<file path="src/rtl/lbc_pkg.sv">
package lbc_pkg;

  typedef enum logic [2:0] {
    OP_HOLD  = 3'd0,
    OP_INC   = 3'd1,
    OP_DEC   = 3'd2,
    OP_LOAD  = 3'd3,
    OP_CLEAR = 3'd4
  } ctr_op_e;

endpackage

</file>
<file path="src/rtl/lbc_op_decode.sv">
module lbc_op_decode
  import lbc_pkg::*;
(
  input  logic    step_en,
  input  logic    reload_n,
  input  logic    dir_down,
  input  logic    mode_load,
  output ctr_op_e op
);

  // Restart first, then step, then hold.
  always_comb begin
    if (!reload_n)     op = mode_load ? OP_LOAD : OP_CLEAR;
    else if (step_en)  op = dir_down  ? OP_DEC  : OP_INC;
    else               op = OP_HOLD;
  end

endmodule

</file>
<file path="src/rtl/lbc_next_addr.sv">
module lbc_next_addr
  import lbc_pkg::*;
#(
  parameter int ADDR_W = 16
) (
  input  ctr_op_e           op,
  input  logic              dir_down,
  input  logic [ADDR_W-1:0] addr_q,
  input  logic [ADDR_W-1:0] reload_val,
  output logic [ADDR_W-1:0] addr_d,
  output logic              wrap_dn
);

  localparam logic [ADDR_W-1:0] ONE = ADDR_W'(1);

  logic [ADDR_W-1:0] start_val;

  // The clear target follows the direction sampled at the same edge.
  assign start_val = dir_down ? {ADDR_W{1'b1}} : {ADDR_W{1'b0}};

  always_comb begin
    unique case (op)
      OP_LOAD:  addr_d = reload_val;
      OP_CLEAR: addr_d = start_val;
      OP_INC:   addr_d = addr_q + ONE;
      OP_DEC:   addr_d = addr_q - ONE;
      default:  addr_d = addr_q;
    endcase
  end

  assign wrap_dn = (op == OP_DEC) && (addr_q == '0);

endmodule

</file>
<file path="src/rtl/lbc_wrap_flag.sv">
module lbc_wrap_flag (
  input  logic clk,
  input  logic rst,
  input  logic set_i,
  input  logic clr_n,
  output logic flag_q
);

  // A new wrap overrides a clear at the same edge.
  always_ff @(posedge clk) begin
    if (rst)         flag_q <= 1'b0;
    else if (set_i)  flag_q <= 1'b1;
    else if (!clr_n) flag_q <= 1'b0;
  end

endmodule

</file>
<file path="src/rtl/lbc_bank_match.sv">
module lbc_bank_match #(
  parameter int EXP_W = 3
) (
  input  logic             clk,
  input  logic [EXP_W-1:0] top_d,
  input  logic [EXP_W-1:0] exp_id,
  output logic             hit_q
);

  // Registered against the next count, so it changes together with addr.
  always_ff @(posedge clk) begin
    hit_q <= (top_d == exp_id);
  end

endmodule

</file>
<file path="src/rtl/lbc_addr_counter.sv">
module lbc_addr_counter
  import lbc_pkg::*;
#(
  parameter int ADDR_W = 16,
  parameter int EXP_W  = 3
) (
  input  logic              clk,
  input  logic              rst,
  input  logic              step_en,
  input  logic              reload_n,
  input  logic              flag_clr_n,
  input  logic              dir_down,
  input  logic              mode_load,
  input  logic [ADDR_W-1:0] reload_val,
  input  logic [EXP_W-1:0]  exp_id,
  output logic [ADDR_W-1:0] addr,
  output logic              bank_hit,
  output logic              wrap_flag
);

  localparam int TOP_LSB = ADDR_W - EXP_W;

  ctr_op_e           op;
  logic [ADDR_W-1:0] addr_q;
  logic [ADDR_W-1:0] addr_d;
  logic [ADDR_W-1:0] addr_eff;
  logic              wrap_dn;

  lbc_op_decode u_dec (
    .step_en   (step_en),
    .reload_n  (reload_n),
    .dir_down  (dir_down),
    .mode_load (mode_load),
    .op        (op)
  );

  lbc_next_addr #(.ADDR_W(ADDR_W)) u_nxt (
    .op         (op),
    .dir_down   (dir_down),
    .addr_q     (addr_q),
    .reload_val (reload_val),
    .addr_d     (addr_d),
    .wrap_dn    (wrap_dn)
  );

  assign addr_eff = rst ? '0 : addr_d;

  always_ff @(posedge clk) begin
    addr_q <= addr_eff;
  end

  lbc_wrap_flag u_flag (
    .clk    (clk),
    .rst    (rst),
    .set_i  (wrap_dn),
    .clr_n  (flag_clr_n),
    .flag_q (wrap_flag)
  );

  lbc_bank_match #(.EXP_W(EXP_W)) u_bank (
    .clk    (clk),
    .top_d  (addr_eff[ADDR_W-1:TOP_LSB]),
    .exp_id (exp_id),
    .hit_q  (bank_hit)
  );

  assign addr = addr_q;

endmodule

</file>
<file path="config.mk">
export PLATFORM = sky130hd
export DESIGN_NAME = lbc_addr_counter
export DESIGN_NICKNAME = d
export VERILOG_FILES = /design/src/rtl/lbc_pkg.sv /design/src/rtl/lbc_op_decode.sv /design/src/rtl/lbc_next_addr.sv /design/src/rtl/lbc_wrap_flag.sv /design/src/rtl/lbc_bank_match.sv /design/src/rtl/lbc_addr_counter.sv
export SDC_FILE = /design/constraint.sdc
export NUM_CORES = 1
export LEC_CHECK = 0
export ABC_CLOCK_PERIOD_IN_PS = 3500
export BUFFER_PORTS_ARGS = -buffer_cell sky130_fd_sc_hd__buf_2
export CORE_UTILIZATION = 55
export CTS_BUF_LIST = sky130_fd_sc_hd__clkbuf_4
export DETAILED_ROUTE_END_ITERATION = 7
export PLACE_DENSITY = 0.93
export REMOVE_ABC_BUFFERS = 1
export SYNTH_ARGS = -nofsm -noshare
export SYNTH_HDL_FRONTEND = slang
export SYNTH_SLANG_ARGS = --single-unit
</file>
<file path="constraint.sdc">
create_clock -name clk -period 3.5 [get_ports clk]
set_input_delay 0.35 -clock clk [delete_from_list [all_inputs] [get_ports clk]]
set_output_delay 0.35 -clock clk [all_outputs]
set_load 0.1 [all_outputs]
</file>
* Word level (Yosys, flattened, before mapping)
Index checks and enable logic that the tools add are counted.
** Storage, ports and cells
- Input bits :: 26
- Register bits :: 18
** Cells by class
- Reductions and logical operators :: 3
- Add/subtract/negate cells :: 2
- Mux-type cells :: 9
- Equal/unequal tests :: 6
** Operator list (count)
- 16-bit case mux with 4 select lines :: 1
- 16-bit two-way mux :: 2
- 16-bit by 1-bit adder with 16-bit output, second input constant :: 1
- 16-bit zero test :: 1
- 16-bit by 1-bit subtractor with 16-bit output, second input constant :: 1
- 3-bit two-way mux :: 3
- 3-bit by 2-bit == test with 1-bit output, second input constant :: 2
- 4-bit nonzero test :: 1
- 3-bit by 1-bit == test with 1-bit output, second input constant :: 1
- 3-bit == test :: 1
- 3-bit == test, second input constant :: 1
- 1-bit two-way mux :: 2
- 2-bit two-way mux :: 1
- 2-bit by 1-bit inequality test with 1-bit output, second input constant :: 1
- 1-bit logical AND :: 1

* Logic depth before layout (Yosys ltp)
Gate-level depths: netlist of run 1.
- Depth in word-level cells :: 7
- Depth in mapped cells :: 12

* Modules after synthesis
Synthesis of run 1 repeated with hierarchy kept, for this count alone.
** Unflattened totals
- Cell total of the unflattened synthesis :: 268
- Area total of the unflattened synthesis :: 2057.0 µm²
** By module, submodules not included
- lbc_next_addr :: cells each 221, area an instance 1476.4 µm², instances 1, seq. area each 0.0 µm²
- lbc_addr_counter :: cells each 33, area an instance 464.2 µm², instances 1, seq. area each 320.3 µm²
- lbc_bank_match :: cells each 5, area an instance 56.3 µm², instances 1, seq. area each 20.0 µm²
- lbc_op_decode :: cells each 6, area an instance 31.3 µm², instances 1, seq. area each 0.0 µm²
- lbc_wrap_flag :: cells each 3, area an instance 28.8 µm², instances 1, seq. area each 20.0 µm²

* Worst setup path after synthesis of run 1
OpenSTA, ideal clock, no wires.
- Path kind :: reg-to-reg
- Start :: reg addr_q[1], in the netlist addr[1]
- End :: reg u_bank.hit_q
- Setup time :: 122 ps
- Required time :: 3378 ps
- Clock period less this slack :: 3155 ps
- Path buffers :: 1
- Setup slack :: 345 ps
- Arrival :: 3033 ps
- Stages on the path, launching flop included :: 11
- Path through :: dfxtp_1 clkbuf_1 xnor2_1 ha_1 or3_1 o31ai_1 a22oi_2 or2_2 o31ai_1 a211oi_1 o311a_1
** On the way
- Cells in the longest elaborated chain, start to end :: 4
- Elaborated cells on any way between the ends :: 5
** RTL lines
- from (decl) :: line lbc_addr_counter.sv:24 : logic [ADDR_W-1:0] addr_q;
- from (signal assigned) :: line lbc_addr_counter.sv:49 : addr_q <= addr_eff;
- 16-bit by 1-bit subtractor with 16-bit output / 16-bit by 1-bit adder with 16-bit output (equally long branches) :: line lbc_next_addr.sv:26, lbc_next_addr.sv:25
- 16-bit case mux with 4 select lines * :: line lbc_next_addr.sv:22 : unique case (op)
- 16-bit two-way mux * :: line lbc_addr_counter.sv:46 : assign addr_eff = rst ? '0 : addr_d;
- 3-bit == test * :: line lbc_bank_match.sv:12 : hit_q <= (top_d == exp_id);
- to (signal assigned) :: line lbc_bank_match.sv:12
- to (decl) :: line lbc_bank_match.sv:7 : output logic hit_q
Mark *: on every way between the ends. The rest lies on a longest branch, timed or not.
A chain may end at the register's enable or synchronous reset.

* Worst setup path after layout of run 1
Ends and elaborated chain as after synthesis.

==> flow_metrics.py, run 1 <==
metrics = {
    "synth": {
        "netlist_instances": 234,
        "yosys_register_bits": 18,
        "synth_area_mm2": 0.00174,
        "post-synth-top-area-cell": "sky130_fd_sc_hd__dfxtp_1",
        "synth_top_cells_by_area": "sky130_fd_sc_hd__dfxtp_1 (21%), sky130_fd_sc_hd__a211oi_1 (7.3%), sky130_fd_sc_hd__nand2_1 (5.8%)",
        "synth.most_common_cell": "sky130_fd_sc_hd__nand2_1",
        "async_flop_share_pct": 0,
        "yosysWarnings": 0,
        "synth_top_area_share_pct": 20.7,
        "synth.yosys.seq_area_share_pct": 20.7,
        "avgSynthCellArea_um2": 7.43,
        "synth_top_flop_cell": "sky130_fd_sc_hd__dfxtp_1",
        "yosys.cell_types.count": 58,
        "number_of_enable_type_register_cells_in_the_synthesized_netlist": 0,
        "synth.cells.most_frequent": "sky130_fd_sc_hd__nand2_1 (27), sky130_fd_sc_hd__dfxtp_1 (18), sky130_fd_sc_hd__a211oi_1 (17)",
    },
    "floorplanning": {
        "core_mm2": 0.00303,
        "boundaryPins": 44,
        "die_area_mm2": 0.00339,
        "die-height_um": 58.2,
        "floorplan.initialDensity_pct": 57.4,
        "die_w_um": 58.2,
        "placement_rows": 20,
    },
    "clocking": {
        "clock_insertion_delay_worst_skew_ps": 310,
        "ctsHtreeMaxLevel": 1,
        "max-clock-path-buffers": 2,
        "cts_tree": "done",
        "clock_sink_count": 18,
        "clock_tree.root_cell": "sky130_fd_sc_hd__clkbuf_4",
        "clk_transition_reported_paths_ps": 110,
        "cts_inserted_buffers": 3,
        "post-cts-setup-buffer-count": 0,
        "ctsHoldBuffers": 0,
        "post_cts_resized": 0,
    },
    "sta": {
        "finClkSkew_ps": 2.97,
        "worst_slack_ps": 916,
        "max_slew_violations": 0,
        "tightestPinTransition_ps": 520,
        "max-slew-margin-rel_pct": 65.1,
        "timing.final.setup_violations": 0,
        "clock.fmax_ghz": 0.387,
        "final_hold_viol_count": 0,
        "grt_setup_unrepaired": "false",
        "final.period_utilization_pct": 73.8,
        "finalWorstPathRequiredPeriod_ps": 2580,
        "finalSetupTns_ps": 0,
    },
    "critical_path": {
        "critPathRequiredTime_ps": 3710,
        "timing.critical_path.from_type": "register",
        "critical_path_peak_fanout": 9,
        "cp-end-kind": "register",
        "critical_path_arrival_ps": 2790,
        "critPathKind": "register to register",
    },
    "global_routing": {
        "grt_antenna_before_repair": 0,
        "first_global_vias": 1763,
        "grt_max_degree": 35,
        "globalRoute.totalOverflow": 0,
        "global_route_wire_length_before_repair_um": 7900,
        "track_usage_pct": 30.1,
    },
    "routing": {
        "detail_routed_net_length_per_standard_cell_um": 15.4,
        "drtIter0Drc": 180,
        "drt.antenna.violating_nets": 0,
        "drtPass1Iterations": 6,
        "postRouteWirelength_um": 4710,
        "detailroute.via_count": 1977,
        "post-route-drc-count": 0,
        "viasPerCell": 6.46,
    },
    "status": {
        "outcome": "complete, no violations",
    },
    "placement": {
        "place_congestion": 0.894,
        "placement.setup.worst_slack_ps": 852,
        "placedInstanceArea_mm2": 0.00193,
        "port_buffers": 43,
        "hpwl_after_detailed_placement_um": 3220,
    },
    "layout": {
        "antennaDiodeCount": 0,
        "syn_to_final_growth_pct": 12.1,
        "drive_gt1_share_pct": 24.4,
        "final_design_area_no_fill_mm2": 0.00195,
        "layout.nets": 291,
    },
    "pwr": {
        "power_after_layout_w": 0.000692,
        "peakVddDrop_mv": 0.239,
        "power_leakage_nw": 0.761,
        "power.density_cell_area_mw_per_mm2": 355,
    },
    "run": {
        "drv_cap": 0,
    },
    "min_path": {
        "classification_of_the_worst_slack_hold_path": "input pin to register",
    },
}
-- sequential cells by signal, summed over array words and instances (netlist names) --
signal / flops
u_flag.flag_q: 1
u_bank.hit_q: 1
addr: 16
-- metrics by stage --
step / utilization (%) / instances / hold WS (ps)
final: 64.4 / 306 / 287
after detailed placement: 63.6 / 303 / 478
after global placement: 63.6 / 303 / 468
after global routing: 64.4 / 306 / 294
after floorplan: - / 211 / 419
after CTS: 64.4 / 306 / 280
-- metal layers --
layer	wire length, µm	global-route usage (%)	part of all wire, %	up-vias
li1	-	-	-	936
met1	1930	40.2	41	908
met2	2180	47.1	46	114
met3	464	4.69	9.8	19
met4	131	14.6	2.8	0
met5	0	0	0	-
-- cell families after synthesis --
group,synth area share [%]
adders and majority gates,0.719
AOI/OAI and AO/OA,29.5
muxes,2.88
buffers and inverters,7.99
DFF,20.7
xor gates and xnor gates,9.07
and+or+nand+nor,29.1
-- cells in the final DEF, fill, tap and decap left out, types with 2 or more instances in the layout --
cell                        n
sky130_fd_sc_hd__buf_2     43
sky130_fd_sc_hd__nand2_1   27
sky130_fd_sc_hd__dfxtp_1   18
sky130_fd_sc_hd__a211oi_1  17
sky130_fd_sc_hd__nor2_1    13
sky130_fd_sc_hd__o21ai_0   11
sky130_fd_sc_hd__nand3_1   11
sky130_fd_sc_hd__a21oi_1   10
sky130_fd_sc_hd__xnor2_1    9
sky130_fd_sc_hd__xor2_1     9
sky130_fd_sc_hd__nor3_1     8
sky130_fd_sc_hd__nand4_1    6
sky130_fd_sc_hd__or3_1      5
sky130_fd_sc_hd__inv_1      5
sky130_fd_sc_hd__mux2i_1    5
sky130_fd_sc_hd__buf_4      5
sky130_fd_sc_hd__o31ai_1    4
sky130_fd_sc_hd__a221oi_1   4
sky130_fd_sc_hd__nor4_2     3
sky130_fd_sc_hd__o22ai_1    3
sky130_fd_sc_hd__a31oi_1    3
sky130_fd_sc_hd__clkbuf_4   3
sky130_fd_sc_hd__nor4_1     2
sky130_fd_sc_hd__or2_2      2
sky130_fd_sc_hd__o211ai_1   2
sky130_fd_sc_hd__or4_1      2
sky130_fd_sc_hd__nor2b_1    2
sky130_fd_sc_hd__o21ai_1    2
-- final timing paths --
check | startpoint | end | slack (ps) | cells past startpoint
worst max-delay path | addr[1]$_SDFFE_PP0P_ | u_bank.hit_q$_DFF_P_ | 920 | 9
worst min-delay path | flag_clr_n | u_flag.flag_q$_SDFFE_PP0P_ | 290 | 3
worst max register to register | addr[1]$_SDFFE_PP0P_ | u_bank.hit_q$_DFF_P_ | 920 | 9
worst min register to register | u_flag.flag_q$_SDFFE_PP0P_ | u_flag.flag_q$_SDFFE_PP0P_ | 520 | 2
-- critical path: stages, from the launching register on --
cell	delay [ps]
sky130_fd_sc_hd__dfxtp_1	520
sky130_fd_sc_hd__xnor2_1	120
sky130_fd_sc_hd__ha_1	270
sky130_fd_sc_hd__or3_1	360
sky130_fd_sc_hd__o31ai_1	300
sky130_fd_sc_hd__a22oi_2	150
sky130_fd_sc_hd__or2_2	330
sky130_fd_sc_hd__o31ai_1	210
sky130_fd_sc_hd__a211oi_1	110
sky130_fd_sc_hd__o311a_1	110
-- area by class of cell --
cell class	count	area, µm²
multi-input cells	188	1240
flip-flops and latches	18	360
clock buffers	3	22.5
fillers	292	1080
repair buffers	48	253
well taps	44	55.1
inverters	5	18.8
-- power by group --
part           leakage, nW  total, W  internal (W)  switching, W
Clock               0.0138  0.000111     0.0000404     0.0000706
Sequential           0.149  0.000259      0.000222     0.0000366
Combinational        0.598  0.000322     0.0000901      0.000232
Total                0.761  0.000692      0.000353      0.000339
Note: power is estimated with default switching activity, not from simulation.
==> run 2: changes to the inputs <==
Settings changed: ABC_CLOCK_PERIOD_IN_PS 3500 to 2400.
Clock period 3.5 ns to 2.4 ns, I/O delays scaled along.
==> run 2 against run 1 <==
Worst setup slack lost 790 ps; worst hold slack got worse by 120 ps; die area unchanged; global-route usage grew 1.0 points; sequential power is 42% higher; cell area is 8.5% higher; fmax grew 14%; clock-buffer cell count is the same; register-to-register slack lost 790 ps.
==> flow_metrics.py, run 2 (same netlist as run 1, synthesis figures left out) <==
metrics = {
    "status": {
        "outcome": "complete, no violations",
    },
    "critical_path": {
        "critPathKind": "register to register",
        "path_buf_inv": 1,
        "crit_slowest_cell": "sky130_fd_sc_hd__or4b_4",
        "critPathRequiredTime_ps": 2660,
        "critical_path_peak_fanout": 5,
        "critical_path.cell_chain": "nand4_1, buf_4, or4b_4, a22oi_2, or2_2, o211ai_1, a211oi_1, o311a_1",
        "timing.critical_path.from_type": "register",
        "critical_path_arrival_ps": 2530,
        "max_stage_delay_ps": 510,
        "cp-end-kind": "register",
        "cpLargestDelayFamily": "simple AND/OR/NAND/NOR gates",
        "critical_path.startpoint": "addr[10]$_SDFFE_PP0P_",
        "r2r_setup_slk_ps": 130,
        "regToRegStartpoint": "addr[10]$_SDFFE_PP0P_",
    },
    "layout": {
        "mostFrequentLayoutCells": "sky130_fd_sc_hd__buf_2 (43), sky130_fd_sc_hd__nand2_1 (27), sky130_fd_sc_hd__buf_4 (24)",
        "stdcell_count": 325,
        "layout.nets": 310,
        "antennaDiodeCount": 0,
        "layout.cells.most_common": "sky130_fd_sc_hd__buf_2",
        "syn_to_final_growth_pct": 21.6,
        "drive_gt1_share_pct": 29.9,
        "largest_register_ffs": 16,
    },
    "sta": {
        "final.period_utilization_pct": 94.7,
        "clock.fmax_ghz": 0.440,
        "finalWorstPathRequiredPeriod_ps": 2270,
        "tightestPinTransition_ps": 488,
        "finClkSkew_ps": 10.8,
        "timing.final.setup_violations": 0,
        "max_slew_violations": 0,
        "worst_slack_ps": 128,
        "final_hold_viol_count": 0,
        "max-slew-margin-rel_pct": 67.7,
        "grt_setup_unrepaired": "false",
    },
    "pwr": {
        "power.density_cell_area_mw_per_mm2": 498,
        "cellInternalPower_w": 0.000543,
        "power_leakage_nw": 0.871,
        "share_seq_of_total_power_pct": 34.9,
        "power_after_layout_w": 0.00105,
        "power.switching_w": 0.000509,
        "clkPwrFrac_pct": 15.8,
        "combPwrFrac_pct": 49.3,
        "power.share.switching_pct": 48.4,
        "peakVddDrop_mv": 0.300,
    },
    "clocking": {
        "clock_insertion_delay_worst_skew_ps": 320,
        "clock_sink_count": 18,
        "max-clock-path-buffers": 2,
        "cts_inserted_buffers": 3,
        "cts_tree": "done",
        "clock_tree.root_cell": "sky130_fd_sc_hd__clkbuf_4",
        "ctsHoldBuffers": 0,
        "clk_transition_reported_paths_ps": 120,
        "ctsHtreeMaxLevel": 1,
    },
    "global_routing": {
        "globalRoute.totalOverflow": 0,
        "grt_antenna_before_repair": 0,
        "grt_max_degree": 26,
        "track_usage_pct": 31.1,
        "global_route_wire_length_before_repair_um": 8090,
        "first_global_vias": 1844,
    },
    "min_path": {
        "hold_path.startpoint": "flag_clr_n",
        "classification_of_the_worst_slack_hold_path": "input pin to register",
    },
    "floorplanning": {
        "die-height_um": 58.2,
        "die_w_um": 58.2,
        "placement_rows": 20,
        "floorplan.initialDensity_pct": 57.4,
        "core_mm2": 0.00303,
        "die_area_mm2": 0.00339,
        "boundaryPins": 44,
    },
    "run": {
        "drv_cap": 0,
    },
    "placement": {
        "place_congestion": 0.909,
        "placement.setup.worst_slack_ps": -41.2,
        "dp_cells": 320,
        "port_buffers": 43,
        "hpwl_after_detailed_placement_um": 3630,
    },
    "routing": {
        "drtPass1Iterations": 4,
        "detailroute.via_count": 1999,
        "postRouteWirelength_um": 4940,
        "detail_routed_net_length_per_standard_cell_um": 15.2,
        "viasPerCell": 6.15,
        "drt.antenna.violating_nets": 0,
        "post-route-drc-count": 0,
        "drtIter0Drc": 114,
    },
}
run 2: cell count changes in the layout (fill, tap and decap cells not counted), sizes merged:
| cell | change |
|---|---|
| buf | +19 |
run 2: per-layer routing:
| layer | routed length (µm) | up-vias | part of all wire [%] | GRT usage [%] |
|---|---|---|---|---|
| met3 | 359 | 19 | 7.3 | 4.69 |
| li1 | - | 969 | - | - |
| met2 | 2290 | 95 | 46 | 48.8 |
| met5 | 0 | - | 0 | 0 |
| met4 | 205 | 0 | 4.1 | 19.4 |
| met1 | 2090 | 916 | 42 | 40.0 |
run 2: through the flow:
step	hold WS (ps)	util (%)	TNS (ps)	cell area [µm²]
after floorplan	309	-	-3190	1620
after global placement	469	67.9	0	2050
after detailed placement	485	67.9	-41.2	2050
after CTS	162	68.6	0	2080
after global routing	173	69.8	0	2110
final	169	69.8	0	2110
run 2: final timing paths:
check             depth (start not counted)                    endpoint
setup / recovery                          8        u_bank.hit_q$_DFF_P_
hold / removal                            3  u_flag.flag_q$_SDFFE_PP0P_
setup reg to reg                          8        u_bank.hit_q$_DFF_P_
hold reg to reg                           2  u_flag.flag_q$_SDFFE_PP0P_
run 2: worst register-to-register path, cell delays in order, from the launching register on:
cell and delay (ps):
sky130_fd_sc_hd__dfxtp_1 490, sky130_fd_sc_hd__nand4_1 130, sky130_fd_sc_hd__buf_4 180, sky130_fd_sc_hd__or4b_4 510, sky130_fd_sc_hd__a22oi_2 200, sky130_fd_sc_hd__or2_2 170
sky130_fd_sc_hd__o211ai_1 90, sky130_fd_sc_hd__a211oi_1 250, sky130_fd_sc_hd__o311a_1 200
run 2: timing repair:
item	CTS	global route
setup endpoints to repair	0	2
buffers inserted	0	2
gates resized for setup	0	3
hold endpoints to repair	0	0
run 2: power by group through the flow:
stage / Clock [W] / Sequential [W] / Combinational [W]
finish: 0.000166 / 0.000367 / 0.000519
global route: 0.000177 / 0.000372 / 0.000553
CTS: 0.000167 / 0.000364 / 0.000512
detailed placement: 0 / 0.000371 / 0.000509
global placement: 0 / 0.000369 / 0.000501
floorplan: 0 / 0.000550 / 0.000171
run 2: final cells by class:
class                           instances  area [µm²]
Clock buffer                            3        22.5
Fill cell                             258         913
Inverter                                5        18.8
Multi-Input combinational cell        188        1260
Sequential cell                        18         360
Tap cell                               44        55.1
Timing Repair Buffer                   67         395
==> run 3: changes to the inputs <==
==> constraint.sdc (replaced) <==
create_clock -name clk -period 2.4 [get_ports clk]
set_input_delay 0.48 -clock clk [delete_from_list [all_inputs] [get_ports clk]]
set_output_delay 0.48 -clock clk [all_outputs]
set_load 0.1 [all_outputs]
==> run 3 against run 2 <==
Cell count is 2.2% higher; largest power group unchanged; fmax decreased by 0.60%; non-clock buffer count up 6; sequential power about the same; register-to-register slack barely moved; critical path type unchanged; via count is 3.5% higher; highest routed layer unchanged; clock power is essentially flat; clock skew hardly changed; cell area rose by 3.7%; first-iteration DRC count increased by 11%.
==> flow_metrics.py, run 3 (same netlist as run 1, synthesis figures left out) <==
metrics = {
    "global_routing": {
        "grt_antenna_before_repair": 0,
        "first_global_vias": 1897,
        "globalRoute.totalOverflow": 0,
        "grt_max_degree": 26,
        "track_usage_pct": 31.6,
        "global_route_wire_length_before_repair_um": 8180,
    },
    "critical_path": {
        "critical_path_peak_fanout": 5,
        "crit_reg_reg_endpoint": "u_bank.hit_q$_DFF_P_",
        "critical_path_arrival_ps": 2540,
        "cp-end-kind": "register",
        "crit_slowest_cell": "sky130_fd_sc_hd__or4b_4",
        "timing.critical_path.from_type": "register",
        "reg2regPathDepth": 8,
        "critPathRequiredTime_ps": 2650,
        "critPathKind": "register to register",
        "critical_path.cell_chain": "nand4_1, buf_4, or4b_4, a22oi_2, or2_2, o211ai_1, a211oi_1, o311a_1",
        "path_buf_inv": 1,
        "r2r_setup_slk_ps": 110,
        "regToRegStartpoint": "addr[9]$_SDFFE_PP0P_",
        "max_stage_delay_ps": 520,
        "cpLargestDelayFamily": "simple AND/OR/NAND/NOR gates",
    },
    "pwr": {
        "power_leakage_nw": 0.909,
        "peakVddDrop_mv": 0.286,
        "power.density_cell_area_mw_per_mm2": 491,
    },
    "placement": {
        "placement.setup.worst_slack_ps": -266,
        "port_buffers": 43,
        "hpwl_after_detailed_placement_um": 3710,
        "place_congestion": 0.929,
    },
    "layout": {
        "largest_register_ffs": 16,
        "postLayoutCoreUtil_pct": 72.4,
        "syn_to_final_growth_pct": 26.1,
        "antennaDiodeCount": 0,
        "nFillCells": 244,
        "drive_gt1_share_pct": 32.3,
        "sequential_cell_area_um2": 363,
        "layout.cells.most_common": "sky130_fd_sc_hd__buf_2",
        "mostFrequentLayoutCells": "sky130_fd_sc_hd__buf_2 (43), sky130_fd_sc_hd__buf_4 (29), sky130_fd_sc_hd__nand2_1 (27)",
        "multi_input_area_mm2": 0.00129,
        "layout.nets": 316,
    },
    "floorplanning": {
        "core_mm2": 0.00303,
        "placement_rows": 20,
        "die_w_um": 58.2,
        "floorplan.initialDensity_pct": 57.4,
        "boundaryPins": 44,
        "die_area_mm2": 0.00339,
        "die-height_um": 58.2,
    },
    "routing": {
        "post-route-drc-count": 0,
        "postRouteWirelength_um": 5220,
        "drtIter0Drc": 126,
        "drtPass1Iterations": 5,
        "detail_routed_net_length_per_standard_cell_um": 15.7,
        "drt.antenna.violating_nets": 0,
        "viasPerCell": 6.23,
        "detailroute.via_count": 2068,
    },
    "min_path": {
        "endpoint_of_the_worst_hold_timing_path": "u_flag.flag_q$_SDFFE_PP0P_",
        "hold_path.startpoint": "flag_clr_n",
        "classification_of_the_worst_slack_hold_path": "input pin to register",
        "hold-path-cell-count": 3,
    },
    "clocking": {
        "clock_insertion_delay_worst_skew_ps": 310,
        "cts_tree": "done",
        "clk_transition_reported_paths_ps": 110,
        "max-clock-path-buffers": 2,
        "clock_sink_count": 18,
        "ctsHoldBuffers": 0,
        "cts_inserted_buffers": 3,
        "ctsHtreeMaxLevel": 1,
        "clock_tree.root_cell": "sky130_fd_sc_hd__clkbuf_4",
    },
    "sta": {
        "clock.fmax_ghz": 0.438,
        "timing.final.setup_violations": 0,
        "max_slew_violations": 0,
        "final.period_utilization_pct": 95.2,
        "tightestPinTransition_ps": 488,
        "hold_worst_slack_ps": 403,
        "max-slew-margin-rel_pct": 67.7,
        "finClkSkew_ps": 10.9,
        "final_hold_viol_count": 0,
        "grt_setup_unrepaired": "false",
        "worst_slack_ps": 114,
        "finalWorstPathRequiredPeriod_ps": 2290,
    },
    "run": {
        "drv_cap": 0,
    },
    "status": {
        "outcome": "complete, no violations",
    },
}
==> run 3: cell type report <==
class                           instances  area share, %
Clock buffer                            3           1.03
Sequential cell                        18           16.5
Tap cell                               44           2.51
Timing Repair Buffer                   73           20.3
Clock inverter                          1          0.171
Inverter                                5          0.856
Multi-Input combinational cell        188           58.6
==> run 3: per-stage QoR <==
step | instances | TNS, ps | total power [W] | cell area (µm²)
floorplan | 211 | -3190 | 0.000722 | 1620
global placement | 326 | -505 | 0.000882 | 2100
detailed placement | 326 | -765 | 0.000893 | 2100
CTS | 330 | 0 | 0.00106 | 2130
global route | 332 | 0 | 0.00113 | 2190
finish | 332 | 0 | 0.00108 | 2190
==> run 3: worst max path at each step <==
stage                     startpoint                    to  slack, ps  depth (start not counted)
4_1_cts                     dir_down      addr[14]$_DFF_P_         50                         11
2_1_floorplan   addr[1]$_SDFFE_PP0P_  u_bank.hit_q$_DFF_P_       -670                          9
5_1_grt        addr[10]$_SDFFE_PP0P_  u_bank.hit_q$_DFF_P_          4                          8
6_report        addr[9]$_SDFFE_PP0P_  u_bank.hit_q$_DFF_P_        110                          8
3_3_place_gp                dir_down  u_bank.hit_q$_DFF_P_       -220                         11
3_5_place_dp                dir_down  u_bank.hit_q$_DFF_P_       -270                         11
==> run 3: report_power, final <==
| group | switching (W) | internal [W] | leakage (nW) |
|---|---|---|---|
| clock network | 0.000102 | 0.0000609 | 0.0154 |
| logic | 0.000373 | 0.000175 | 0.744 |
| registers | 0.0000423 | 0.000325 | 0.150 |
==> run 3: worst reg2reg max path, cell delays in order (launching register included) <==
cell,delay [ps]
sky130_fd_sc_hd__dfxtp_1,490
sky130_fd_sc_hd__nand4_1,140
sky130_fd_sc_hd__buf_4,190
sky130_fd_sc_hd__or4b_4,520
sky130_fd_sc_hd__a22oi_2,190
sky130_fd_sc_hd__or2_2,160
sky130_fd_sc_hd__o211ai_1,90
sky130_fd_sc_hd__a211oi_1,240
sky130_fd_sc_hd__o311a_1,210
==> run 3: repair_timing <==
action,CTS,global route
hold endpoints to repair,0,0
resized for setup,0,11
setup buffers,0,2
endpoints found under the setup margin,0,2
==> run 3: metal layers <==
| metal | up-vias | share of wire [%] | GRT usage (%) |
|---|---|---|---|
| li1 | 990 | - | - |
| met5 | - | 0 | 0 |
| met4 | 0 | 2.1 | 20.1 |
| met3 | 13 | 8.6 | 2.46 |
| met2 | 116 | 48 | 50.9 |
| met1 | 949 | 41 | 40.7 |
